## config.mk

```make
export PLATFORM = sky130hd
export DESIGN_NAME = branch_resolve_unit
export DESIGN_NICKNAME = d
export VERILOG_FILES = /design/src/rtl/brx_pkg.sv /design/src/rtl/brx_cond.sv /design/src/rtl/brx_target.sv /design/src/rtl/brx_outreg.sv /design/src/rtl/branch_resolve_unit.sv
export SDC_FILE = /design/constraint.sdc
export NUM_CORES = 1
export LEC_CHECK = 0
export BUFFER_PORTS_ARGS = -buffer_cell sky130_fd_sc_hd__buf_2
export CAP_MARGIN = 20
export CORE_MARGIN = 2
export CORE_UTILIZATION = 54
export CTS_BUF_LIST = sky130_fd_sc_hd__clkbuf_2
export DETAILED_ROUTE_END_ITERATION = 12
export PLACE_DENSITY = 0.89
export SYNTH_ARGS = -nofsm -noshare
export SYNTH_HDL_FRONTEND = slang
export SYNTH_SLANG_ARGS = --single-unit
```

## constraint.sdc

```tcl
create_clock -name clk -period 4.3 [get_ports clk]
set_input_delay 0 -clock clk [delete_from_list [all_inputs] [get_ports clk]]
set_output_delay 0 -clock clk [all_outputs]
set_load 0.01 [all_outputs]
```

## src/rtl/brx_pkg.sv

```systemverilog
package brx_pkg;
  localparam int unsigned DATA_W = 16;
  localparam int unsigned PC_W   = 24;
  localparam int unsigned SEL_W  = $clog2(DATA_W);

  localparam logic [7:0] OP_FLAG_SET = 8'h80;
  localparam logic [7:0] OP_FLAG_CLR = 8'h81;
  localparam logic [7:0] OP_TBIT_SET = 8'h82;
  localparam logic [7:0] OP_TBIT_CLR = 8'h83;
  localparam logic [7:0] OP_ZERO_DEC = 8'h84;
  localparam logic [7:0] OP_NZ_DEC   = 8'h85;
  localparam logic [7:0] OP_EQ       = 8'h86;
  localparam logic [7:0] OP_NE       = 8'h87;
  localparam logic [7:0] OP_GT       = 8'h88;
  localparam logic [7:0] OP_GE       = 8'h89;

  typedef struct packed {
    logic              taken;
    logic [PC_W-1:0]   next_pc;
    logic              wr_en;
    logic [DATA_W-1:0] wr_data;
    logic              flags_we;
    logic              c;
    logic              z;
    logic              n;
  } brx_result_t;
endpackage

```

## src/rtl/brx_cond.sv

```systemverilog
module brx_cond
  import brx_pkg::*;
(
  input  logic [7:0]        opcode,
  input  logic [SEL_W-1:0]  sel,
  input  logic [DATA_W-1:0] rs,
  input  logic [DATA_W-1:0] rs2,
  input  logic [DATA_W-1:0] flags,
  input  logic [DATA_W-1:0] test,
  output logic              taken,
  output logic              wr_en,
  output logic [DATA_W-1:0] wr_data,
  output logic              flags_we,
  output logic              c,
  output logic              z,
  output logic              n
);
  // One shared subtractor: minus one for the counting group, minus rs2 for compares
  logic              dec_op;
  logic [DATA_W-1:0] sub_b;
  logic [DATA_W:0]   diff;
  logic              rs_zero;
  logic              borrow;
  logic              flag_bit;
  logic              test_bit;

  assign dec_op   = (opcode == OP_ZERO_DEC) || (opcode == OP_NZ_DEC);
  assign sub_b    = dec_op ? DATA_W'(1) : rs2;
  assign diff     = {1'b0, rs} - {1'b0, sub_b};
  assign borrow   = diff[DATA_W];
  assign rs_zero  = (rs == '0);
  assign flag_bit = flags[sel];
  assign test_bit = test[sel];

  always_comb begin
    taken    = 1'b0;
    wr_en    = 1'b0;
    wr_data  = '0;
    flags_we = 1'b0;
    c        = 1'b0;
    z        = 1'b0;
    n        = 1'b0;
    unique case (opcode)
      OP_FLAG_SET: taken = flag_bit;
      OP_FLAG_CLR: taken = !flag_bit;
      OP_TBIT_SET: taken = test_bit;
      OP_TBIT_CLR: taken = !test_bit;
      OP_ZERO_DEC, OP_NZ_DEC: begin
        taken    = (opcode == OP_ZERO_DEC) ? rs_zero : !rs_zero;
        wr_en    = !taken;
        wr_data  = taken ? '0 : diff[DATA_W-1:0];
        flags_we = 1'b1;
        z        = rs_zero;
        n        = rs[DATA_W-1];
        c        = !taken && borrow;
      end
      OP_EQ, OP_NE, OP_GT, OP_GE: begin
        flags_we = 1'b1;
        c        = borrow;
        z        = (diff[DATA_W-1:0] == '0);
        n        = diff[DATA_W-1];
        case (opcode)
          OP_EQ:   taken = z;
          OP_NE:   taken = !z;
          OP_GT:   taken = !c && !z;
          default: taken = !c;
        endcase
      end
      default: ;
    endcase
  end
endmodule

```

## src/rtl/brx_target.sv

```systemverilog
module brx_target
  import brx_pkg::*;
(
  input  logic              taken,
  input  logic [DATA_W-1:0] addr,
  input  logic [PC_W-1:0]   seq_pc,
  output logic [PC_W-1:0]   next_pc
);
  localparam int unsigned HI_W = PC_W - DATA_W;

  generate
    if (PC_W > DATA_W) begin : g_local_page
      assign next_pc = taken ? {seq_pc[PC_W-1 -: HI_W], addr} : seq_pc;
    end else begin : g_flat
      assign next_pc = taken ? addr[PC_W-1:0] : seq_pc;
    end
  endgenerate
endmodule

```

## src/rtl/brx_outreg.sv

```systemverilog
module brx_outreg #(
  parameter int unsigned W = 8
) (
  input  logic         clk,
  input  logic         rst_n,
  input  logic         in_valid,
  output logic         in_ready,
  input  logic [W-1:0] in_data,
  output logic         out_valid,
  input  logic         out_ready,
  output logic [W-1:0] out_data
);
  assign in_ready = !out_valid || out_ready;

  always_ff @(posedge clk or negedge rst_n) begin
    if (!rst_n) begin
      out_valid <= 1'b0;
      out_data  <= '0;
    end else if (in_ready) begin
      out_valid <= in_valid;
      if (in_valid) out_data <= in_data;
    end
  end


  hold_stable_chk: assert property (@(posedge clk) disable iff (!rst_n)
    out_valid && !out_ready |=> out_valid && $stable(out_data));

  accept_shows_chk: assert property (@(posedge clk) disable iff (!rst_n)
    in_valid && in_ready |=> out_valid);

  drain_empty_chk: assert property (@(posedge clk) disable iff (!rst_n)
    out_valid && out_ready && !in_valid |=> !out_valid);
endmodule

```

## src/rtl/branch_resolve_unit.sv

```systemverilog
module branch_resolve_unit
  import brx_pkg::*;
(
  input  logic              clk,
  input  logic              rst_n,
  input  logic              in_valid,
  output logic              in_ready,
  input  logic [7:0]        in_opcode,
  input  logic [SEL_W-1:0]  in_sel,
  input  logic [DATA_W-1:0] in_rs,
  input  logic [DATA_W-1:0] in_rs2,
  input  logic [DATA_W-1:0] in_flags,
  input  logic [DATA_W-1:0] in_test,
  input  logic [DATA_W-1:0] in_addr,
  input  logic [PC_W-1:0]   in_seq_pc,
  output logic              out_valid,
  input  logic              out_ready,
  output logic              out_taken,
  output logic [PC_W-1:0]   out_next_pc,
  output logic              out_wr_en,
  output logic [DATA_W-1:0] out_wr_data,
  output logic              out_flags_we,
  output logic              out_c,
  output logic              out_z,
  output logic              out_n
);
  localparam int unsigned RES_W = $bits(brx_result_t);

  brx_result_t res_d;
  brx_result_t res_q;
  logic [RES_W-1:0] res_q_bits;

  brx_cond u_cond (
    .opcode   (in_opcode),
    .sel      (in_sel),
    .rs       (in_rs),
    .rs2      (in_rs2),
    .flags    (in_flags),
    .test     (in_test),
    .taken    (res_d.taken),
    .wr_en    (res_d.wr_en),
    .wr_data  (res_d.wr_data),
    .flags_we (res_d.flags_we),
    .c        (res_d.c),
    .z        (res_d.z),
    .n        (res_d.n)
  );

  brx_target u_target (
    .taken   (res_d.taken),
    .addr    (in_addr),
    .seq_pc  (in_seq_pc),
    .next_pc (res_d.next_pc)
  );

  brx_outreg #(.W(RES_W)) u_outreg (
    .clk       (clk),
    .rst_n     (rst_n),
    .in_valid  (in_valid),
    .in_ready  (in_ready),
    .in_data   (res_d),
    .out_valid (out_valid),
    .out_ready (out_ready),
    .out_data  (res_q_bits)
  );

  assign res_q        = brx_result_t'(res_q_bits);
  assign out_taken    = res_q.taken;
  assign out_next_pc  = res_q.next_pc;
  assign out_wr_en    = res_q.wr_en;
  assign out_wr_data  = res_q.wr_data;
  assign out_flags_we = res_q.flags_we;
  assign out_c        = res_q.c;
  assign out_z        = res_q.z;
  assign out_n        = res_q.n;


  pc_page_keep_chk: assert property (@(posedge clk) disable iff (!rst_n)
    in_valid |-> res_d.next_pc[PC_W-1:DATA_W] == in_seq_pc[PC_W-1:DATA_W]);

  fallthrough_chk: assert property (@(posedge clk) disable iff (!rst_n)
    in_valid && !res_d.taken |-> res_d.next_pc == in_seq_pc);

  dec_untaken_chk: assert property (@(posedge clk) disable iff (!rst_n)
    in_valid && res_d.wr_en |-> !res_d.taken);

  flag_group_chk: assert property (@(posedge clk) disable iff (!rst_n)
    in_valid && res_d.flags_we |-> (in_opcode >= OP_ZERO_DEC) && (in_opcode <= OP_GE));
endmodule

```

**After elaboration in Yosys (flattened, before gate mapping)**

Index checks and enable logic that the tools add are counted.

- Logic and storage cells: 47
- Latch bits: 0
- Output and inout bits: 48
- RAM bits: 0
- ROM bits: 0
- Memories: 0
- Register bits: 47
- Input port bits: 120

- Reduce and logical (&&, ||, !) cells: 17
- Mux-type cells: 16
- Order comparisons: 1
- Divide/modulo/power cells: 0
- Shift operators: 0
- $add $sub $neg: 1
- Equality and inequality tests: 10
- $mul: 0
- Bitwise gates (word level): 0

Operator list:

| kind | count |
|---|---|
| $eq 8x8->1 const B | 10 |
| $mux 16 | 4 |
| $logic_not 16->1 | 2 |
| $sub 16x16->17 | 1 |
| $bmux 1 s4 | 2 |
| $logic_not 1->1 | 7 |
| $pmux 1 s2 | 3 |
| $pmux 1 s6 | 1 |
| $reduce_or 6->1 | 1 |
| $lt 4x5->1 const B | 1 |
| $mux 1 | 5 |
| $reduce_or 4->1 | 1 |
| $pmux 1 s3 | 1 |
| $logic_and 1x1->1 | 2 |
| $logic_or 1x1->1 | 2 |
| $reduce_and 2->1 | 1 |
| $reduce_or 2->1 | 1 |

**Depth between registers and ports, before layout**

- Depth in word-level cells: 10
- Mapped depth: 18

**Hierarchy**

Synthesis repeated with hierarchy kept, for this count alone.

- Cell total of the unflattened synthesis: 360
- Area, all modules: 4015.1 um2

By module, submodules not included:

| module | sequential area each (um2) | instances | area an instance (um2) | cells each |
|---|---|---|---|---|
| brx_outreg | 1176.1 | 1 | 1920.6 | 100 |
| brx_cond | 0.0 | 1 | 1785.5 | 234 |
| brx_target | 0.0 | 1 | 309.0 | 26 |

**Least setup slack after synthesis**

No wires, ideal clock.

- Kind: input-to-reg
- From: input in_opcode[6]
- To: register u_outreg.out_data[27]
- Setup time: 0.131 ns
- Arrival: 4.093 ns
- Data required time: 4.169 ns
- Path buffers: 4
- Slack: 0.076 ns
- Stages: 18
- Cells stage by stage: or4b_1 nor2_1 nand2_1 clkbuf_1 nand2_1 ha_1 buf_2 a21oi_1 nand2_1 o2111a_1 or3_4 a221oi_2 or4b_1 a211o_1 buf_6 buf_6 o2111ai_1 nand3_1

- Word-level cells in the longest chain between the ends: 10

Ends and longest elaborated chain:

| element | RTL line | source |
|---|---|---|
| from (decl) | branch_resolve_unit.sv:8 | `input logic [7:0] in_opcode,` |
| $eq 8x8->1, on equally long branches | brx_cond.sv:27, brx_cond.sv:43, brx_cond.sv:49 |  |
| $logic_or 1x1->1 | brx_cond.sv:27 | `assign dec_op = (opcode == OP_ZERO_DEC) \|\| (opcode == OP_NZ_DEC);` |
| $mux 16 | brx_cond.sv:28 | `assign sub_b = dec_op ? DATA_W'(1) : rs2;` |
| $sub 16x16->17 | brx_cond.sv:29 | `assign diff = {1'b0, rs} - {1'b0, sub_b};` |
| $logic_not 16->1 | brx_cond.sv:60 | `z = (diff[DATA_W-1:0] == '0);` |
| $logic_not 1->1 | brx_cond.sv:64, brx_cond.sv:65 |  |
| $logic_and 1x1->1 | brx_cond.sv:65 | `OP_GT: taken = !c && !z;` |
| $pmux 1 s3 | brx_cond.sv:62 | `case (opcode)` |
| $pmux 1 s6 (*) | brx_cond.sv:43 | `unique case (opcode)` |
| $mux 16 (*) | brx_target.sv:13 | `assign next_pc = taken ? {seq_pc[PC_W-1 -: HI_W], addr} : seq_pc;` |
| to (signal assigned) | brx_outreg.sv:21 | `if (in_valid) out_data <= in_data;` |
| to (decl) | brx_outreg.sv:11 | `output logic [W-1:0] out_data` |

Mark *: on every way between the ends. The rest lies on a longest branch, timed or not.
A chain may end at the register's enable or synchronous reset.

**Worst setup path after layout**

- From: input in_opcode[1]
- To: register u_outreg.out_data[21]

The elaborated chain is that of the path after synthesis.

==> results.md <==
* Synth Flop Type: dfrtp_1
* Final Skew at 22.1 ps
* Ranking of synthesized cells by area: dfrtp_1, nand2_1, ha_1
* H-tree levels at 2
* Number of DRC markers in iteration 0 at 408
* Crit Path Class: primary input to flop
* ANT nets after route at 0
* Worst path top cell family by delay: simple AND/OR/NAND/NOR gates
* Average wire per standard cell at 17.2 um
* FFs w/ async S/R, synth at 1.00
* Final design utilization at 0.793
* Critical Path AT at 4480 ps
* Final wirelength at 13,300 um
* Die Y at 88.4 um
* Cell area after layout at 0.00542 mm^2
* Hold path depth at 5
* Die Wd at 88.4 um
* Most common cell after layout, fill and taps aside: buf_2
* Core ar. at 0.00683 mm^2
* Post-Syn Instances at 466
* Pins Over Slew Limit at 0
* Peak VDD IR at 0.150 mV
* Worst Slack Setup Final at 266 ps
* Layout fillers at 478
* Multi-input logic area at 0.00251 mm^2
* DR pass1 iterations at 6
* Final hold violation count at 0
* Slew headroom at 0.323
* Overall Global Routing Usage at 0.347
* Pre-CTS WS at -2.68 ps
* CTS Sinks at 47
* Crit path time final at 4030 ps
* Hold Slack at 34.9 ps
* Required @ worst endpoint at 4740 ps
* Clock Latency Late Sink at 480 ps
* CTS clk-pin slew, worst paths at 270 ps
* Die ar. at 0.00781 mm^2
* Startpoint Class: primary input
* Sequential cell area at 0.00118 mm^2
* Hold endpoint: u_outreg.out_data[3]$_DFFE_PN0P_
* Crit-path slowest cell: dlygate4sd3_1
* R2R cell count at 4
* Post-Syn Area at 0.00385 mm^2
* Status: finished clean
* Starting Density at 0.563
* DRC viols at 0
* Post-synth EDFFs at 0
* Least-Margin Pin Slew at 1010 ps
* Distinct cell type count after synthesis at 58
* First-pass GRT wire length at 21,000 um
* GR Overflow Total at 0
* # IOs at 168
* DP Area at 0.00483 mm^2
* Worst Hold Class: primary input to flop
* Most frequent cells in the layout: buf_2, nand2_1, dlygate4sd3_1
* Design Power at 1.25 mW
* Pwr dens at 231 mW/mm^2
* LEAKAGE at 2.69 nW
* Vias in the first global route at 4,542
* R2r endpoint: u_outreg.out_data[17]$_DFFE_PN0P_
* Layout Area Growth over Synthesis at 40.9%
* Clock Tree Buf Depth at 2
* Area share of the largest cell type after synthesis at 0.306
* Final net count at 817
* RSZ-0062 raised after global routing: false
* Largest net degree at the start of global routing at 57
* Crit path largest cell delay at 530 ps
* Yosys Warn Count at 0
* Share of layout cells above drive strength 1 at 0.316
* Area leader, netlist: dfrtp_1
* Antenna cell count at 0
* Root Buffer: clkbuf_2
* Buffers on Ports at 167
* Critical-path cell list: dlygate4sd3_1 > buf_2 > nor2b_1 > nand2_1 > buf_4 > nand2b_1 > ha_1 > inv_1 > fa_1 > a21o_1 > and3_1 > o2111ai_1 > o311ai_0 > a221oi_2 > or4b_1 > a211o_1 > buf_12 > or3_1 > nand3_1
* FF+latch count, synth at 47
* Synth Net Count at 604
* CP Capture Type: flop
* Achievable Freq at 248 MHz
* Final setup vio count at 0
* RD Place Congestion at 0.898
* Final Cycle Share at 0.938
* # rows at 30
* R2R setup slack at 1940 ps
* Vias per cell at 6.16
* Avg Cell Area, Syn at 8.25 um^2
* DP HPWL at 8840 um
* CTS Buf Count at 5
* Crit path buf inv count at 5
* Crit path max fanout at 33
* Vias post-DR at 4,780
* Antenna violations before repair at 0
* Seq/Total Area, Yosys at 0.306
* CTS tree: yes
* Hold Startpoint: in_opcode[4]
* Worst R2R Start: u_outreg.out_valid$_DFFE_PN0N_
* Max_cap viols at 0
metal layers:
metal,share of wire,vias to the layer above,track usage,routed length [um]
met3,0.078,90,0.0634,1040
met5,0,-,0,0
li1,-,2168,-,-
met1,0.37,2195,0.410,4910
met2,0.49,327,0.597,6480
met4,0.067,0,0.186,894
how the worst max path moves through the flow:
stage / startpoint / endpoint / depth (start not counted)
final: in_opcode[1] / u_outreg.out_data[21]$_DFFE_PN0P_ / 19
after global routing: in_opcode[1] / u_outreg.out_data[30]$_DFFE_PN0P_ / 19
after CTS: in_opcode[1] / u_outreg.out_data[32]$_DFFE_PN0P_ / 19
after detailed placement: in_opcode[6] / u_outreg.out_data[32]$_DFFE_PN0P_ / 19
after global placement: in_opcode[6] / u_outreg.out_data[32]$_DFFE_PN0P_ / 17
after floorplan: in_opcode[6] / u_outreg.out_data[27]$_DFFE_PN0P_ / 18
report_power, final:
group	leakage (nW)	switching [mW]	internal, mW
Combinational	2.04	0.262	0.232
Sequential	0.609	0.0196	0.477
Clock	0.0410	0.160	0.0986
Total	2.69	0.442	0.808
what timing repair did:
item / in CTS / in global routing
hold buffers: 49 / 1
resized for setup: 0 / 0
setup buffers: 0 / 0
hold endpoints to repair: 76 / 4
Yosys cell counts, types with 4 or more instances:
cell type  count
a211oi_1       7
a21o_1         6
a21oi_1       32
a22o_1         4
and2_1         7
and3_1         5
clkbuf_1      22
dfrtp_1       47
ha_1          17
inv_1          7
mux2i_1        6
mux4_2         9
nand2_1       92
nand2b_1       5
nand3_1       27
nand3b_1       4
nor2_1        35
nor3_1         8
nor4_1         5
o2111ai_1     20
o211ai_1       7
o21ai_0       13
o31ai_1        8
or3_1         19
xnor2_1        5
layout make-up:
type                    count  share of cell area
flip-flops and latches     47               0.217
well taps                  96              0.0222
multi-input cells         382               0.464
clock buffers               5             0.00462
inverters                   7             0.00485
clock inverters             3             0.00785
repair buffers            236               0.280
worst min-delay path: stages:
cell      delay, ps
buf_2            70
or4b_1          110
buf_4           120
a211oi_1         60
a21o_1          150
cells by family after synthesis:
family,synth area share
XOR/XNOR,0.0114
AND/OR/NAND/NOR,0.285
AO/OA/AOI/OAI,0.226
flip-flops,0.306
adder cells (fa/ha/maj),0.0605
multiplexers,0.0683
buffers and inverters,0.0429
registers in the layout, summed over array words and instances, names as in the netlist:
| signal | flops |
|---|---|
| u_outreg.out_data | 46 |
| u_outreg.out_valid | 1 |
metrics by stage:
| stage | instances | TNS (ps) |
|---|---|---|
| after floorplan | 466 | 0 |
| after global placement | 717 | 0 |
| after detailed placement | 717 | -5.38 |
| after CTS | 774 | 0 |
| after global routing | 776 | 0 |
| final | 776 | 0 |
No activity file was read; power rests on OpenSTA's default activity.
